==> config.mk <==
export PLATFORM = sky130hd
export DESIGN_NAME = uart_rx_fifo
export DESIGN_NICKNAME = d
export VERILOG_FILES = /design/src/rtl/uart_rxq_pkg.sv /design/src/rtl/uart_rxq_store.sv /design/src/rtl/uart_rxq_ctrl.sv /design/src/rtl/uart_rx_fifo.sv
export SDC_FILE = /design/constraint.sdc
export NUM_CORES = 1
export LEC_CHECK = 0
export ABC_AREA = 1
export BUFFER_PORTS_ARGS = -buffer_cell sky130_fd_sc_hd__buf_2
export CELL_PAD_IN_SITES_DETAIL_PLACEMENT = 1
export CELL_PAD_IN_SITES_GLOBAL_PLACEMENT = 2
export CORE_ASPECT_RATIO = 1.2
export CORE_UTILIZATION = 23
export DETAILED_ROUTE_END_ITERATION = 7
export PLACE_DENSITY_LB_ADDON = 0.12
export SYNTH_ARGS = -nofsm -noshare
export SYNTH_HDL_FRONTEND = slang
export SYNTH_SLANG_ARGS = --single-unit
export TNS_END_PERCENT = 10
==> constraint.sdc <==
create_clock -name clk -period 4.9 [get_ports clk]
set_input_delay 0 -clock clk [delete_from_list [all_inputs] [get_ports clk]]
set_output_delay 0 -clock clk [all_outputs]
set_load 0.005 [all_outputs]
==> src/rtl/uart_rxq_pkg.sv <==
package uart_rxq_pkg;
  // bit positions inside the flag byte read by the register front end
  localparam int FLAG_FULL_BIT  = 6;
  localparam int FLAG_EMPTY_BIT = 4;
  // error-field bit that marks a break entry (entry bit DATA_W + 2)
  localparam int BREAK_ERR_BIT  = 2;
endpackage

==> src/rtl/uart_rxq_store.sv <==
module uart_rxq_store #(
  parameter int DEPTH = 16,
  parameter int WIDTH = 12,
  localparam int PTR_W = $clog2(DEPTH)
) (
  input  logic             clk,
  input  logic             rst,
  input  logic             we,
  input  logic [PTR_W-1:0] waddr,
  input  logic [WIDTH-1:0] wdata,
  input  logic             re,
  input  logic [PTR_W-1:0] raddr,
  output logic [WIDTH-1:0] rdata
);
  logic [WIDTH-1:0] mem [DEPTH];

  // write port, no reset so it maps to block RAM
  always_ff @(posedge clk) begin
    if (we) mem[waddr] <= wdata;
  end

  // read-first registered read port
  always_ff @(posedge clk) begin
    if (rst)     rdata <= '0;
    else if (re) rdata <= mem[raddr];
  end
endmodule

==> src/rtl/uart_rxq_ctrl.sv <==
module uart_rxq_ctrl #(
  parameter int DEPTH    = 16,
  parameter int TRIG_LVL = 1,
  localparam int PTR_W = $clog2(DEPTH),
  localparam int CNT_W = PTR_W + 1
) (
  input  logic             clk,
  input  logic             rst,
  input  logic             fifo_en,
  input  logic             push_req,
  input  logic             pop_req,
  output logic             push_ok,
  output logic             rd_en,
  output logic [PTR_W-1:0] wr_ptr,
  output logic [PTR_W-1:0] rd_ptr,
  output logic [CNT_W-1:0] cnt,
  output logic             en_q,
  output logic             can_accept,
  output logic             empty,
  output logic             full,
  output logic             irq
);
  localparam logic [CNT_W-1:0] CNT_MAX  = CNT_W'(DEPTH);
  localparam logic [CNT_W-1:0] TRIG_SET = CNT_W'(TRIG_LVL);
  localparam logic [CNT_W-1:0] TRIG_CLR = CNT_W'(TRIG_LVL - 1);

  logic             flush;
  logic             pop_ok;
  logic [CNT_W-1:0] cnt_nx;

  always_comb begin
    flush      = (fifo_en != en_q);
    can_accept = fifo_en ? (cnt < CNT_MAX) : (cnt == '0);
    push_ok    = push_req && can_accept && !flush;
    pop_ok     = pop_req && (cnt != '0) && !flush;
    rd_en      = pop_req && !flush;
    wr_ptr     = rd_ptr + cnt[PTR_W-1:0];
    unique case ({push_ok, pop_ok})
      2'b10:   cnt_nx = cnt + 1'b1;
      2'b01:   cnt_nx = cnt - 1'b1;
      default: cnt_nx = cnt;
    endcase
  end

  always_ff @(posedge clk) begin
    if (rst || flush) begin
      en_q   <= rst ? 1'b0 : fifo_en;
      cnt    <= '0;
      rd_ptr <= '0;
      empty  <= 1'b1;
      full   <= 1'b0;
      irq    <= 1'b0;
    end else begin
      cnt   <= cnt_nx;
      empty <= (cnt_nx == '0);
      full  <= fifo_en ? (cnt_nx == CNT_MAX) : (cnt_nx != '0);
      if (pop_ok) rd_ptr <= rd_ptr + 1'b1;
      if (push_ok && !pop_ok && cnt_nx == TRIG_SET)
        irq <= 1'b1;
      else if (pop_req && !push_ok && cnt_nx == TRIG_CLR)
        irq <= 1'b0;
    end
  end
endmodule

==> src/rtl/uart_rx_fifo.sv <==
module uart_rx_fifo #(
  parameter int DEPTH    = 16,
  parameter int DATA_W   = 8,
  parameter int ERR_W    = 4,
  parameter int TRIG_LVL = 1,
  localparam int ENT_W = DATA_W + ERR_W,
  localparam int PTR_W = $clog2(DEPTH),
  localparam int CNT_W = PTR_W + 1
) (
  input  logic              clk,
  input  logic              rst,
  input  logic              fifo_en,
  input  logic              rx_valid,
  input  logic [DATA_W-1:0] rx_data,
  input  logic [ERR_W-1:0]  rx_err,
  input  logic              rx_break,
  input  logic              pop,
  output logic [ENT_W-1:0]  rd_entry,
  output logic [ERR_W-1:0]  rx_status,
  output logic              rx_empty,
  output logic              rx_full,
  output logic [7:0]        flag_bits,
  output logic              can_accept,
  output logic              rx_irq
);
  import uart_rxq_pkg::*;

  localparam logic [ENT_W-1:0] BREAK_ENTRY =
    ENT_W'(1) << (DATA_W + BREAK_ERR_BIT);

  logic             push_ok, rd_en, en_q_w;
  logic [PTR_W-1:0] wr_ptr, rd_ptr;
  logic [CNT_W-1:0] cnt_w;
  logic [ENT_W-1:0] wr_entry;

  assign wr_entry = rx_break ? BREAK_ENTRY : {rx_err, rx_data};

  uart_rxq_ctrl #(.DEPTH(DEPTH), .TRIG_LVL(TRIG_LVL)) ctrl_i (
    .clk(clk), .rst(rst), .fifo_en(fifo_en),
    .push_req(rx_valid | rx_break), .pop_req(pop),
    .push_ok(push_ok), .rd_en(rd_en), .wr_ptr(wr_ptr), .rd_ptr(rd_ptr),
    .cnt(cnt_w), .en_q(en_q_w), .can_accept(can_accept),
    .empty(rx_empty), .full(rx_full), .irq(rx_irq)
  );

  uart_rxq_store #(.DEPTH(DEPTH), .WIDTH(ENT_W)) store_i (
    .clk(clk), .rst(rst), .we(push_ok), .waddr(wr_ptr), .wdata(wr_entry),
    .re(rd_en), .raddr(rd_ptr), .rdata(rd_entry)
  );

  assign rx_status = rd_entry[ENT_W-1:DATA_W];

  always_comb begin
    flag_bits = '0;
    flag_bits[FLAG_FULL_BIT]  = rx_full;
    flag_bits[FLAG_EMPTY_BIT] = rx_empty;
  end
endmodule

==> flow_metrics.py <==
metrics = {
    "critical_path": {
        "cp_max_fo": 14,
        "timing.rr.start": "ctrl_i.en_q$_SDFFCE_PP0P_",
        "required_ns": 5.33,
        "endpoint_kind": "flop",
        "reg2reg_depth": 16,
        "r2r-end": "ctrl_i.irq$_SDFFE_PP0P_",
        "r2r_slack_ns": 1.79,
        "critical_path_class": "reg2reg",
        "cp.arrival_ns": 3.54,
        "cp-start-kind": "flop",
    },
    "global_route": {
        "grt_pass1_vias": 6589,
        "grt_usage_pct": 14.6,
        "overflow": 0,
        "grt_max_degree": 66,
        "antenna_found_initial": 0,
        "grt_pass1_wl_um": 43400,
    },
    "power_and_ir_drop": {
        "power.internal_w": 0.00332,
        "vdd_drop_max_mv": 0.226,
        "p_sw_w": 0.00112,
        "combPwrFrac_pct": 10.6,
        "leakagePower_nw": 3.88,
        "sw_frac_of_total_pct": 25.2,
        "p_seq_share_pct": 47.6,
        "p_clk_share_pct": 41.8,
        "p_per_area_mw_per_mm2": 410,
        "p_total_w": 0.00444,
    },
    "drt": {
        "drtAntennaViolNets": 0,
        "drc_errors": 0,
        "drt-total-wl_um": 29200,
        "drt_iter0_markers": 325,
        "post_drt_wl_per_cell_um": 20.7,
        "first_pass_iters": 6,
        "viasPerCell": 4.36,
        "vias": 6159,
    },
    "run_status": {
        "violations": "negative hold slack",
        "status": "complete, but fails checks",
    },
    "logic_synthesis": {
        "yosysMostFrequentCell": "edfxtp_1",
        "synth-seq-cells": 217,
        "synth.distinct_cells": 32,
        "yosysSeqAreaShare_pct": 67.9,
        "syn_avg_cell_area_um2": 11.4,
        "yosys_warnings": 0,
        "yosysTopAreaCell": "edfxtp_1",
        "synthTopCellsByArea": "edfxtp_1, nor2_1, dfxtp_1",
        "synth-edff-count": 193,
        "synthArstFlopShare_pct": 0,
        "synth_commonest_cells": "edfxtp_1, nor2_1, o21ai_0",
        "synth_top_area_share_pct": 62.7,
        "syn_area_mm2": 0.00924,
        "ys.flop_type": "edfxtp_1",
        "synthCells": 812,
    },
    "placement": {
        "placed_cell_area_mm2": 0.00997,
        "hpwl_um": 18600,
        "place_ws_ns": 1.80,
        "gp_congestion": 0.749,
        "io_buffers": 39,
    },
    "floorplanning": {
        "start_util_pct": 23.3,
        "coreArea_mm2": 0.0396,
        "die_area_mm2": 0.0410,
        "die_x_um": 185,
        "rows": 80,
        "die_h_um": 222,
        "io_pins": 46,
    },
    "timing": {
        "setup_tns_ns": 0,
        "fin_ws_ns": 1.79,
        "tightest_slew_ns": 1.34,
        "fin_crit_ns": 3.11,
        "finalSetupViolations": 0,
        "max_freq_mhz": 321,
        "slew_viol_final": 0,
        "finalHoldViolCount": 16,
        "rsz0062_at_grt": "false",
        "relSlewSlack_pct": 10.4,
        "finalCritPeriodShare_pct": 63.5,
        "fin_worst_skew_ns": 0.0230,
        "worst_hold_slack_ns": -0.0226,
    },
    "clock_network": {
        "clkLatencyLatePin_ns": 0.54,
        "cts_buffer_depth": 3,
        "h-tree-depth": 1,
        "path_clk_slew_ns": 0.06,
        "cts_made_buffers": 25,
        "clk_root_buffer_cell": "clkbuf_16",
        "cts_tree": "done",
        "postCtsSetupRepairBufs": 0,
        "cts_sinks": 217,
    },
    "worst_hold_path": {
        "whs_endpoint": "store_i.mem[12][2]$_DFFE_PP_",
        "min-delay-start": "rx_data[2]",
        "holdPathStages": 3,
        "hold_class": "in2reg",
    },
    "final_layout": {
        "num_antenna_cells": 0,
        "drive_gt1_share_pct": 13.7,
        "regArea_mm2": 0.00628,
        "syn_to_final_growth_pct": 17.2,
        "multi_input_area_mm2": 0.00239,
        "fill_cells": 4425,
        "postLayoutCellArea_mm2": 0.0108,
        "nets": 889,
    },
    "run": {
        "max-cap-violations": 0,
    },
}
-- routing by layer --
metal / routed length (um) / global-route usage (%) / share of wire [%]
met5: 0 / 0 / 0
met2: 14500 / 25.0 / 50
met1: 13000 / 19.3 / 45
met4: 508 / 3.92 / 1.7
met3: 1170 / 1.86 / 4.0
-- critical path, stage by stage (launching register included) --
cell	delay, ns
edfxtp_1	0.38
nand2_1	0.09
nand2_2	0.10
nor2_4	0.49
nand2_4	0.13
inv_1	0.18
ha_1	0.31
inv_1	0.08
fa_1	0.40
nor2_1	0.16
nor2_1	0.05
nand2_1	0.06
nand2_1	0.04
mux2i_1	0.29
nand3_1	0.12
nand2_1	0.07
nand2_1	0.05
-- flip-flops by register name (all words and copies together), names as in the netlist --
signal / count
ctrl_i.full: 1
store_i.rdata: 12
ctrl_i.rd_ptr: 4
ctrl_i.empty: 1
store_i.mem: 192
ctrl_i.en_q: 1
ctrl_i.cnt: 5
ctrl_i.irq: 1
-- metrics by stage --
stage / utilization [%] / cells / hold WS, ns
global route: 27.3 / 1411 / 0.0110
detailed placement: 25.2 / 1361 / 0.322
global placement: 25.2 / 1361 / 0.331
CTS: 27.3 / 1409 / 0.0284
floorplan: - / 817 / 0.122
finish: 27.3 / 1411 / -0.0226
-- worst max-delay path by stage --
stage,from,endpoint,cells past startpoint
after floorplan,ctrl_i.en_q$_SDFFCE_PP0P_,ctrl_i.irq$_SDFFE_PP0P_,16
after global placement,ctrl_i.en_q$_SDFFCE_PP0P_,ctrl_i.irq$_SDFFE_PP0P_,16
after detailed placement,ctrl_i.en_q$_SDFFCE_PP0P_,ctrl_i.irq$_SDFFE_PP0P_,16
after CTS,ctrl_i.en_q$_SDFFCE_PP0P_,ctrl_i.irq$_SDFFE_PP0P_,16
after global routing,ctrl_i.en_q$_SDFFCE_PP0P_,ctrl_i.irq$_SDFFE_PP0P_,16
final,ctrl_i.en_q$_SDFFCE_PP0P_,ctrl_i.irq$_SDFFE_PP0P_,16
-- layout make-up --
| type | instances | share of cell area, % |
|---|---|---|
| Clock buffer | 28 | 5.88 |
| Clock inverter | 17 | 1.57 |
| Inverter | 61 | 2.14 |
| Multi-Input combinational cell | 483 | 22.1 |
| Sequential cell | 217 | 58.0 |
| Tap cell | 533 | 6.16 |
| Timing Repair Buffer | 72 | 4.18 |
-- placed cells by master (no fill, tap or decap), types with 2 or more instances in the layout --
cell type and n:
a21oi_1 18, buf_2 39, buf_4 29, bufinv_16 3, clkbuf_1 3, clkbuf_16 25
clkinv_1 4, clkinv_2 7, clkinv_4 2, conb_1 6, dfxtp_1 22, dlygate4sd3_1 4
edfxtp_1 193, fa_1 2, ha_1 9, inv_1 56, inv_2 3, nand2_1 42
nand3_1 51, nor2_1 190, nor2_4 2, o211ai_1 48, o21ai_0 83, o21ai_1 20
xnor2_1 4
-- logic make-up (layout without fill, tap and decap cells) --
kind of cell,count (synthesis),after routing,share of synthesized area (%)
xor gates and xnor gates,5,5,0.474
and+or+nand+nor,291,291,12.9
adders and majority gates,11,11,1.65
buffers and inverters,117,178,6.47
muxes,1,1,0.108
AOI/OAI and AO/OA,169,169,10.5
DFF,217,217,67.9
other,1,6,0.0406
-- power groups by stage --
stage / Combinational [W] / Clock [W] / Sequential (W)
detailed placement: 0.000482 / 0 / 0.00215
finish: 0.000473 / 0.00186 / 0.00211
CTS: 0.000487 / 0.00192 / 0.00212
global placement: 0.000479 / 0 / 0.00216
floorplan: 0.000315 / 0 / 0.00215
global route: 0.000537 / 0.00197 / 0.00212
-- what timing repair did --
action	CTS	global route
resized for setup	0	0
hold buffers	3	1
hold endpoints to repair	7	4
setup endpoints to repair	0	0
Power figures use the tool's default switching activity.
